File: config.mk
export PLATFORM = sky130hd
export DESIGN_NAME = bus_err_term
export DESIGN_NICKNAME = d
export VERILOG_FILES = /design/src/rtl/bterm_pkg.sv /design/src/rtl/bterm_fault_decode.sv /design/src/rtl/bterm_beat_timer.sv /design/src/rtl/bus_err_term.sv
export SDC_FILE = /design/constraint.sdc
export NUM_CORES = 1
export LEC_CHECK = 0
export ABC_AREA = 1
export BUFFER_PORTS_ARGS = -buffer_cell sky130_fd_sc_hd__buf_2
export CORE_ASPECT_RATIO = 1.5
export CORE_MARGIN = 3
export CORE_UTILIZATION = 53
export DETAILED_ROUTE_END_ITERATION = 12
export HOLD_SLACK_MARGIN = 0.06
export PLACE_DENSITY_LB_ADDON = 0.2
export SLEW_MARGIN = 40
export SYNTH_ARGS = -nofsm -noshare
export SYNTH_HDL_FRONTEND = slang
export SYNTH_HIERARCHICAL = 1
export SYNTH_SLANG_ARGS = --single-unit
File: constraint.sdc
create_clock -name clk -period 3 [get_ports clk]
set_input_delay 0.6 -clock clk [delete_from_list [all_inputs] [get_ports clk]]
set_output_delay 0.6 -clock clk [all_outputs]
set_load 0.01 [all_outputs]
File: src/rtl/bterm_pkg.sv
package bterm_pkg;

  typedef enum logic [1:0] {
    ST_IDLE = 2'd0,
    ST_BEAT = 2'd1
  } bt_state_e;

  typedef struct packed {
    logic user;
    logic write;
    logic int_space;
    logic dec_hit;
    logic super_only;
    logic read_only;
    logic locked;
    logic cs_err;
  } bt_attr_t;

  // unimplemented internal location
  function automatic logic f_unimpl(bt_attr_t a);
    return a.int_space & ~a.dec_hit;
  endfunction

  // privilege / protection violation on an implemented register
  function automatic logic f_priv(bt_attr_t a);
    return a.int_space & a.dec_hit &
           ((a.user & a.super_only) | (a.write & (a.read_only | a.locked)));
  endfunction

endpackage

File: src/rtl/bterm_fault_decode.sv
module bterm_fault_decode
  import bterm_pkg::*;
(
  input  bt_attr_t attr,
  output logic     fault_unimpl,
  output logic     fault_priv,
  output logic     fault_cs,
  output logic     fault
);

  always_comb begin
    fault_unimpl = f_unimpl(attr);
    fault_priv   = f_priv(attr);
    fault_cs     = attr.cs_err;
    fault        = fault_unimpl | fault_priv | fault_cs;
  end

endmodule

File: src/rtl/bterm_beat_timer.sv
module bterm_beat_timer #(
  parameter int TMO_W = 8
) (
  input  logic             clk,
  input  logic             rst_n,
  input  logic             clear,
  input  logic             run,
  input  logic [TMO_W-1:0] limit,
  output logic [TMO_W-1:0] cnt,
  output logic             expired
);

  localparam int CW = TMO_W + 1;

  // cycles elapsed in this beat (cnt+1) have reached the limit
  function automatic logic f_reached(logic [TMO_W-1:0] c, logic [TMO_W-1:0] lim);
    return ({1'b0, c} + CW'(1)) >= {1'b0, lim};
  endfunction

  always_comb expired = run & f_reached(cnt, limit);

  always_ff @(posedge clk or negedge rst_n) begin
    if (!rst_n)                cnt <= '0;
    else if (clear)            cnt <= '0;
    else if (run && !expired)  cnt <= cnt + TMO_W'(1);
  end

  p_cnt_bound_r8: assert property (@(posedge clk) disable iff (!rst_n)
    (run && limit != '0 && $stable(limit)) |-> (cnt < limit));

endmodule

File: src/rtl/bus_err_term.sv
module bus_err_term
  import bterm_pkg::*;
#(
  parameter int TMO_W      = 8,
  parameter int PORT_BEATS = 2
) (
  input  logic             clk,
  input  logic             rst_n,
  input  logic             cyc_start,
  input  logic             split,
  input  logic             acc_user,
  input  logic             acc_write,
  input  logic             int_space,
  input  logic             dec_hit,
  input  logic             reg_super,
  input  logic             reg_ro,
  input  logic             reg_locked,
  input  logic             cs_err,
  input  logic             ext_aack,
  input  logic             ext_ta,
  input  logic [TMO_W-1:0] tmo_limit,
  output logic             int_aack,
  output logic             int_ta,
  output logic             int_tea,
  output logic             err_hold
);

  localparam int BW = (PORT_BEATS > 1) ? $clog2(PORT_BEATS) : 1;

  bt_state_e        state;
  logic [BW-1:0]    beats_left;
  logic             aack_seen;
  bt_attr_t         attr;
  logic             fault, fault_unimpl, fault_priv, fault_cs;
  logic [TMO_W-1:0] tmo_cnt;
  logic             tmo_expired;
  logic             in_beat, start_ok, beat_end, beat_tmo, beat_err;

  always_comb begin
    attr = '{user: acc_user, write: acc_write, int_space: int_space,
             dec_hit: dec_hit, super_only: reg_super, read_only: reg_ro,
             locked: reg_locked, cs_err: cs_err};
  end

  bterm_fault_decode u_dec (
    .attr        (attr),
    .fault_unimpl(fault_unimpl),
    .fault_priv  (fault_priv),
    .fault_cs    (fault_cs),
    .fault       (fault)
  );

  // named events for assertions
  always_comb begin
    in_beat  = (state == ST_BEAT);
    start_ok = (state == ST_IDLE) && cyc_start;
    beat_end = in_beat && (ext_ta || tmo_expired);
    beat_tmo = in_beat && tmo_expired && !ext_ta;
    beat_err = beat_tmo || (beat_end && err_hold);
  end

  bterm_beat_timer #(.TMO_W(TMO_W)) u_tmr (
    .clk    (clk),
    .rst_n  (rst_n),
    .clear  (!in_beat || beat_end),
    .run    (in_beat),
    .limit  (tmo_limit),
    .cnt    (tmo_cnt),
    .expired(tmo_expired)
  );

  always_ff @(posedge clk or negedge rst_n) begin
    if (!rst_n) begin
      state      <= ST_IDLE;
      beats_left <= '0;
      aack_seen  <= 1'b0;
      err_hold   <= 1'b0;
      int_aack   <= 1'b0;
      int_ta     <= 1'b0;
      int_tea    <= 1'b0;
    end else begin
      int_aack <= 1'b0;
      int_ta   <= 1'b0;
      int_tea  <= 1'b0;
      if (start_ok) begin
        err_hold   <= fault;
        beats_left <= split ? BW'(PORT_BEATS - 1) : '0;
        aack_seen  <= ext_aack;
        state      <= ST_BEAT;
        if (fault) begin
          int_tea  <= 1'b1;
          int_aack <= !ext_aack;
          aack_seen <= 1'b0;
          if (!split) state <= ST_IDLE;
          else        beats_left <= BW'(PORT_BEATS - 2);
        end
      end else if (in_beat) begin
        aack_seen <= aack_seen | ext_aack;
        if (beat_end) begin
          if (beat_err) begin
            int_tea  <= 1'b1;
            int_aack <= beat_tmo && !(aack_seen || ext_aack);
          end else begin
            int_ta <= 1'b1;
          end
          if (beat_tmo) err_hold <= 1'b1;
          if (beats_left != '0) begin
            beats_left <= beats_left - BW'(1);
            aack_seen  <= 1'b0;
          end else begin
            state <= ST_IDLE;
          end
        end
      end
    end
  end

  p_ta_tea_excl_r10: assert property (@(posedge clk) disable iff (!rst_n)
    !(int_ta && int_tea));

  p_aack_only_err_r1: assert property (@(posedge clk) disable iff (!rst_n)
    int_aack |-> int_tea);

  p_no_dup_aack_r2: assert property (@(posedge clk) disable iff (!rst_n)
    (in_beat && ext_aack) |=> !int_aack);

  p_clean_ta_r4: assert property (@(posedge clk) disable iff (!rst_n)
    int_ta |-> !err_hold);

  p_fault_term_r5: assert property (@(posedge clk) disable iff (!rst_n)
    (start_ok && fault) |=> (int_tea && err_hold));

  p_sticky_beat_r3: assert property (@(posedge clk) disable iff (!rst_n)
    (beat_end && err_hold) |=> (int_tea && !int_ta));

endmodule

# Word-level counts from Yosys, hierarchy flattened
# Index checks and enable logic that the tools add are counted.
# totals
wordCells	88
in_bits	22
output_inout_bits	4
register_bits	16
# classes
muxes	38
n_addsub	3
bitwise	12
eq_ne	2
n_reduce_logical	24
order_cmp	1
# ops
operator	n
$mux 1	32
$mux 8	2
$add 8x1->9 const B	1
$ge 9x8->1	1
$add 8x1->8 const B	1
$mux 2	4
$reduce_bool 2->1	4
$logic_and 1x1->1	7
$and 1x1->1	6
$reduce_and 3->1	2
$logic_not 1->1	5
$or 1x1->1	5
$logic_or 1x1->1	4
$eq 2x1->1 const B	1
$logic_not 2->1	1
$ne 2x1->1 const B	1
$reduce_and 2->1	1
$not 1->1	1
$sub 1x1->1 const B	1

# Longest topological paths before layout
# Gate-level depths: netlist of the first run.
# depth
word_depth	11
mapped_depth	23
ltp_nobuf	22

# Cells and area by module
# Netlist of the first run, hierarchy kept.
# by_module_without_submodules
mod	seq_area_each_um2	n_inst	cells_per_inst	area_each_um2
bterm_beat_timer	200.2	1	107	758.2
bus_err_term	175.2	1	41	361.6
bterm_fault_decode	0.0	1	12	52.6

# Worst setup path after synthesis of the first run
# No wires, ideal clock.
# synth_path
path_type	reg-to-reg
startpoint	reg u_tmr.cnt[0]
endpoint	reg u_tmr.cnt[0]
arrival_time_ns	2.556
path_stages_with_launch	23
t_required_ns	2.935
path_buffers	1
slack_ns	0.379
path_cell_list	dfrtp_1 > ha_1 > nand3_1 > xor2_1 > inv_1 > ha_1 > nand2_1 > nor2_1 > nand2_1 > nand3_1 > nand2_1 > nand2_1 > nand2_1 > a21boi_1 > inv_1 > nand2_1 > inv_1 > nand2_1 > buf_2 > inv_2 > nand2_4 > nand2_1 > nand2_1
# synth_via
elab_chain_len	7
word_cells_on_any_way	12
# synth_rtl
item	line	text
start: declaration	bterm_beat_timer.sv:9	output logic [TMO_W-1:0] cnt,
start signal: assignment	bterm_beat_timer.sv:25	else if (run && !expired) cnt <= cnt + TMO_W'(1);
$add 8x1->9 *	bterm_beat_timer.sv:17	return ({1'b0, c} + CW'(1)) >= {1'b0, lim};
$ge 9x8->1 *	bterm_beat_timer.sv:17	
$and 1x1->1 *	bterm_beat_timer.sv:20	always_comb expired = run & f_reached(cnt, limit);
named net tmo_expired	bus_err_term.sv:36	logic tmo_expired;
$logic_or 1x1->1	bus_err_term.sv:57	beat_end = in_beat && (ext_ta || tmo_expired);
$logic_and 1x1->1	bus_err_term.sv:57	
$logic_or 1x1->1	bus_err_term.sv:65	.clear (!in_beat || beat_end),
$mux 8 or $reduce_bool 2->1 (tied branches)	-	
# Mark *: on every way through the listed nets, which the timed path passes. The rest lies on a longest branch. The select of a mux whose other input is x is not followed.
# A chain may end at the register's enable or synchronous reset.

# Worst setup path after layout of the first run
# layout_path
startpoint	reg u_tmr.cnt[0]
endpoint	reg u_tmr.cnt[7]
# Same word-level chain as after synthesis.

==> results of run 1 <==
==> power breakdown <==
part / leakage [nW] / total [W] / internal [W] / switching [W]
clock network: 0.0177 / 0.000117 / 0.0000496 / 0.0000672
logic: 0.585 / 0.000168 / 0.0000693 / 0.0000986
registers: 0.196 / 0.000252 / 0.000225 / 0.0000273
total: 0.800 / 0.000537 / 0.000344 / 0.000193
==> flip-flops by register name, summed over array words and instances (netlist names) <==
register and count:
aack_seen 1, beats_left 1, err_hold 1, int_aack 1, int_ta 1, int_tea 1, state 1, u_tmr/cnt 8
==> layer usage <==
layer | GRT usage [%] | up-vias | part of all wire, %
met3 | 3.71 | 4 | 3.2
met5 | 0 | - | 0
met4 | 9.81 | 0 | 2.1
met2 | 37.0 | 26 | 57
met1 | 19.2 | 483 | 38
li1 | - | 549 | -
==> through the flow <==
stage | util (%) | setup slack, ns | area (um^2)
finish | 66.7 | 0.319 | 1370
global route | 66.7 | -0.0123 | 1370
CTS | 64.9 | 0.106 | 1330
detailed placement | 63.6 | 0.127 | 1310
global placement | 63.6 | 0.272 | 1310
floorplan | - | 0.379 | 1160
==> critical path, stage by stage, from the launching register on <==
cell	delay (ns)
dfrtp_2	0.41
ha_1	0.23
nand3_2	0.13
xor2_2	0.16
inv_1	0.06
ha_1	0.29
nand2_1	0.07
nor2_1	0.13
nand2_1	0.07
nand3_1	0.06
nand2_1	0.05
nand2_1	0.06
nand2_2	0.07
a21boi_2	0.16
inv_1	0.05
nand2_1	0.09
inv_1	0.07
nand2_2	0.10
buf_6	0.14
nor2_1	0.05
nand2_1	0.07
nand2_1	0.04
==> final cells by class <==
cell class	count	area [um^2]
Sequential cell	15	377
Clock buffer	3	22.5
Fill cell	184	683
Multi-Input combinational cell	109	668
Clock inverter	1	5.00
Timing Repair Buffer	27	144
Inverter	32	125
Tap cell	22	27.5
==> worst paths after layout <==
| path | startpoint | to | slack [ns] | depth (start not counted) |
|---|---|---|---|---|
| max | u_tmr/cnt[0] | u_tmr/cnt[7] | 0.32 | 21 |
| min | rst_n | int_tea | 0.19 | 1 |
| max reg2reg | u_tmr/cnt[0] | u_tmr/cnt[7] | 0.32 | 21 |
| min reg2reg | err_hold | int_ta | 0.48 | 1 |
| max in group asynchronous | rst_n | u_tmr/cnt[0] | 2.54 | 1 |
| min in group clk | err_hold | int_ta | 0.48 | 1 |
==> what timing repair did <==
item	in CTS	in global routing
hold endpoints to repair	0	0
resized for setup	0	8
endpoints found under the setup margin	0	10
setup buffers	0	1
==> reports/metrics.yaml, run 1 <==
status:
  status: "completed"
timing:
  setup_tns_ns: 0
  final_hold_viol_count: 0
  finClkSkew_ns: 0.00750
  min_period_ns: 2.68
  fmax_ghz: 0.373
  setup_viol: 0
  report.final.slew_viol_count: 0
  hold_ws_ns: 0.194
  min_period_over_period_pct: 89.4
  tightest_slew_ns: 0.539
  relSlewSlack_pct: 64.1
global_routing:
  grtUsageTotal_pct: 19.8
  overflow: 0
  grt_pass1_vias: 1043
  grt_max_degree: 16
  grt_pass1_wl_mm: 4.18
  antenna_found_initial: 0
route:
  wl_mm: 2.37
  drt_iter0_markers: 27
  num_vias: 1062
  viasPerCell: 5.08
  detail-route-antenna-nets: 0
  first_pass_iters: 4
  wl_per_cell_um: 11.3
  drc_errors: 0
power:
  power_w: 0.000537
  p_leak_nw: 0.800
  p_per_area_mw_per_mm2: 392
  irDropWorstVdd_v: 0.000284
place:
  hpwl_mm: 1.98
  dp.cells: 204
  place_congestion: 0.747
  io_buffers: 25
setup_path:
  critPathKind: "flop to flop"
  crit_arrival_ns: 2.86
  crit_required_ns: 3.18
  startpoint_type: "flop"
  cp-end-kind: "flop"
  cp_max_fo: 8
floorplanning:
  core-area_mm2: 0.00205
  die_w_um: 44.2
  design.portCount: 26
  row_count: 20
  initial_core_util_pct: 56.6
  die_area_mm2: 0.00280
  die_h_um: 63.3
finish:
  drive_gt1_share_pct: 28.9
  area_delta_synth_final_pct: 17.9
  final_cell_mix: "nand2_1, inv_1, buf_2"
  final_nets: 219
  diodes: 0
  stdcell_count: 209
  final_common_cell: "nand2_1"
cts:
  clock-root-buffer: "clkbuf_4"
  clkTransAtPathRegs_ns: 0.09
  clk_latency_ns: 0.29
  htree_levels: 1
  cts_tree: "built"
  cts_hold_buf: 0
  clockBufferDepth: 2
  cts_buffers: 3
  clock_sinks: 15
logic_synthesis:
  netlist_instances: 158
  syn-num-nets: 189
  syn_area_per_cell_um2: 7.35
  syn_area_mm2: 0.00116
  synth_warnings: 6
flow_run:
  cap_viol_max_count: 0
worst_hold_path:
  holdCritPathClass: "primary input to async pin"
Note: power is estimated with default switching activity, not from simulation.
==> inputs of run 2 (changes only) <==
Settings changed: PLACE_DENSITY from default to 0.78, PLACE_DENSITY_LB_ADDON 0.2 to default.
==> run 2 against run 1 <==
Net effect: sequential share of layout area down 0.12 points; final cell count up 0.48%; setup slack worse by 0.030 ns; via count up 2.5%; final area about the same; highest routed layer unchanged.
==> reports/metrics.yaml, run 2 (synthesized netlist as in run 1, its figures left out) <==
timing:
  fmax_ghz: 0.369  # was 0.373 GHz
  hold_ws_ns: 0.205  # was 0.194 ns
  setup_viol: 0  # unchanged
  rsz0062_at_grt: "false"
  final_hold_viol_count: 0  # unchanged
  relSlewSlack_pct: 66.3  # was 64.1%
  tightest_slew_ns: 0.505  # was 0.539 ns
  setup_tns_ns: 0  # unchanged
  finClkSkew_ns: 0.00397  # was 0.00750 ns
  layout_setup_ws_ns: 0.289  # was 0.319 ns
  report.final.slew_viol_count: 0  # unchanged
  min_period_ns: 2.71  # was 2.68 ns
  min_period_over_period_pct: 90.4  # was 89.4%
cts:
  clkTransAtPathRegs_ns: 0.09  # about the same
  clock-root-buffer: "clkbuf_4"  # unchanged
  cts_tree: "built"  # unchanged
  clk_latency_ns: 0.28  # was 0.29 ns
  clock_sinks: 15  # unchanged
  cts_buffers: 3  # unchanged
  cts_hold_buf: 0  # unchanged
  clockBufferDepth: 2  # unchanged
  htree_levels: 1  # unchanged
status:
  status: "completed"  # unchanged
global_routing:
  grtUsageTotal_pct: 19.9  # was 19.8%
  overflow: 0  # unchanged
  grt_pass1_vias: 1097  # was 1043
  grt_pass1_wl_mm: 4.26  # was 4.18 mm
  antenna_found_initial: 0  # unchanged
  grt_max_degree: 16  # unchanged
floorplanning:
  die_h_um: 63.3  # unchanged
  initial_core_util_pct: 56.6  # unchanged
  core-area_mm2: 0.00205  # unchanged
  row_count: 20  # unchanged
  design.portCount: 26  # unchanged
  die_area_mm2: 0.00280  # unchanged
  die_w_um: 44.2  # unchanged
power:
  irDropWorstVdd_v: 0.000350  # was 0.000284 V
  p_per_area_mw_per_mm2: 390  # was 392 mW/mm^2
  clkPwrFrac_pct: 21.8  # about the same
  pwr-share-seq_pct: 47.0  # about the same
  intPower_w: 0.000345  # was 0.000344 W
  swShare_pct: 35.5  # was 36.0%
  power_w: 0.000534  # was 0.000537 W
  p_leak_nw: 0.799  # was 0.800 nW
  power_frac_comb_pct: 31.1  # was 31.3%
  p_sw_w: 0.000189  # was 0.000193 W
finish:
  area_delta_synth_final_pct: 18.0  # was 17.9%
  final_common_cell: "nand2_1"  # unchanged
  final_cell_mix: "nand2_1, inv_1, buf_2"  # unchanged
  top_register: "u_tmr/cnt"  # unchanged
  drive_gt1_share_pct: 28.2  # was 28.9%
  diodes: 0  # unchanged
  stdcell_count: 210  # was 209
  fillers: 190  # was 184
  largest_register_ffs: 8  # unchanged
  final_nets: 220  # was 219
route:
  num_vias: 1089  # was 1062
  viasPerCell: 5.19  # was 5.08
  wl_per_cell_um: 11.6  # was 11.3 um
  detail-route-antenna-nets: 0  # unchanged
  wl_mm: 2.43  # was 2.37 mm
  first_pass_iters: 4  # unchanged
  m1WireLength_um: 874  # was 900 um
  wl_met2_mm: 1.39  # was 1.34 mm
  wl_met3_um: 123  # was 77 um
  drt_iter0_markers: 17  # was 27
  top_layer: "met4"  # unchanged
  drc_errors: 0  # unchanged
place:
  io_buffers: 25  # unchanged
  pre_cts_ws_ns: 0.164  # was 0.127 ns
  dp.cells: 205  # was 204
  hpwl_mm: 2.04  # was 1.98 mm
  place_congestion: 0.756  # was 0.747
setup_path:
  crit_arrival_ns: 2.89  # was 2.86 ns
  crit_required_ns: 3.18  # about the same
  startpoint_type: "flop"  # unchanged
  cp-end-kind: "flop"  # unchanged
  critPathKind: "flop to flop"  # unchanged
  cp_max_fo: 8  # unchanged
flow_run:
  cap_viol_max_count: 0  # unchanged
worst_hold_path:
  holdCritPathClass: "primary input to async pin"  # unchanged
[run 2: changes by cell type in the layout (fill, tap and decap cells not counted), sizes merged]
cell / previous run / this run
clkinv: 2 / 1
buf: 27 / 28
clkbuf: 3 / 4
[run 2: metal layers]
metal / vias up / global-route usage (%)
met1: 504 / 20.3
met3: 4 / 2.00
li1: 549 / -
met2: 32 / 37.2
met4: 0 / 10.2
met5: - / 0
[run 2: through the flow]
step | cell area, um^2 | utilization (%)
floorplan | 1160 | -
global placement | 1310 | 64.0
detailed placement | 1310 | 64.0
CTS | 1340 | 65.2
global route | 1370 | 66.8
finish | 1370 | 66.8
[run 2: power by group through the flow]
stage / Combinational, W / Clock (W) / Sequential [W]
detailed placement: 0.000165 / 0 / 0.000255
CTS: 0.000165 / 0.000117 / 0.000251
global placement: 0.000157 / 0 / 0.000253
global route: 0.000188 / 0.000121 / 0.000255
finish: 0.000166 / 0.000117 / 0.000251
floorplan: 0.000116 / 0 / 0.000249
[run 2: final timing paths]
path | start | endpoint | slack [ns] | depth (start not counted)
max in group asynchronous | rst_n | u_tmr/cnt[0] | 2.54 | 1
hold reg to reg | err_hold | int_ta | 0.47 | 1
min in group clk | err_hold | int_ta | 0.47 | 1
setup reg to reg | u_tmr/cnt[1] | u_tmr/cnt[7] | 0.29 | 20
hold / removal | rst_n | int_ta | 0.21 | 1
setup / recovery | u_tmr/cnt[1] | u_tmr/cnt[7] | 0.29 | 20
[run 2: what timing repair did]
action | in CTS | in global routing
setup endpoints to repair | 0 | 9
gates resized for setup | 0 | 6
buffers inserted | 0 | 1
[run 2: critical path, stage by stage (launching register included)]
cell	delay (ns)
dfrtp_1	0.39
ha_2	0.22
nand3_2	0.13
nor2_4	0.15
xor2_1	0.22
inv_1	0.07
ha_1	0.30
nand2_1	0.07
inv_2	0.04
nand2_1	0.04
nand2_1	0.06
nand2_1	0.12
a21boi_2	0.17
inv_1	0.05
nand2_1	0.09
inv_1	0.07
nand2_2	0.09
buf_4	0.17
nor2_1	0.06
nand2_1	0.07
nand2_1	0.04
[run 2: cell type report]
type / count / area, um^2 / area share, %
Clock buffer: 4 / 26.3 / 1.92
Sequential cell: 15 / 375 / 27.4
Timing Repair Buffer: 28 / 148 / 10.8
Multi-Input combinational cell: 109 / 668 / 48.8
Tap cell: 22 / 27.5 / 2.01
Inverter: 32 / 125 / 9.13
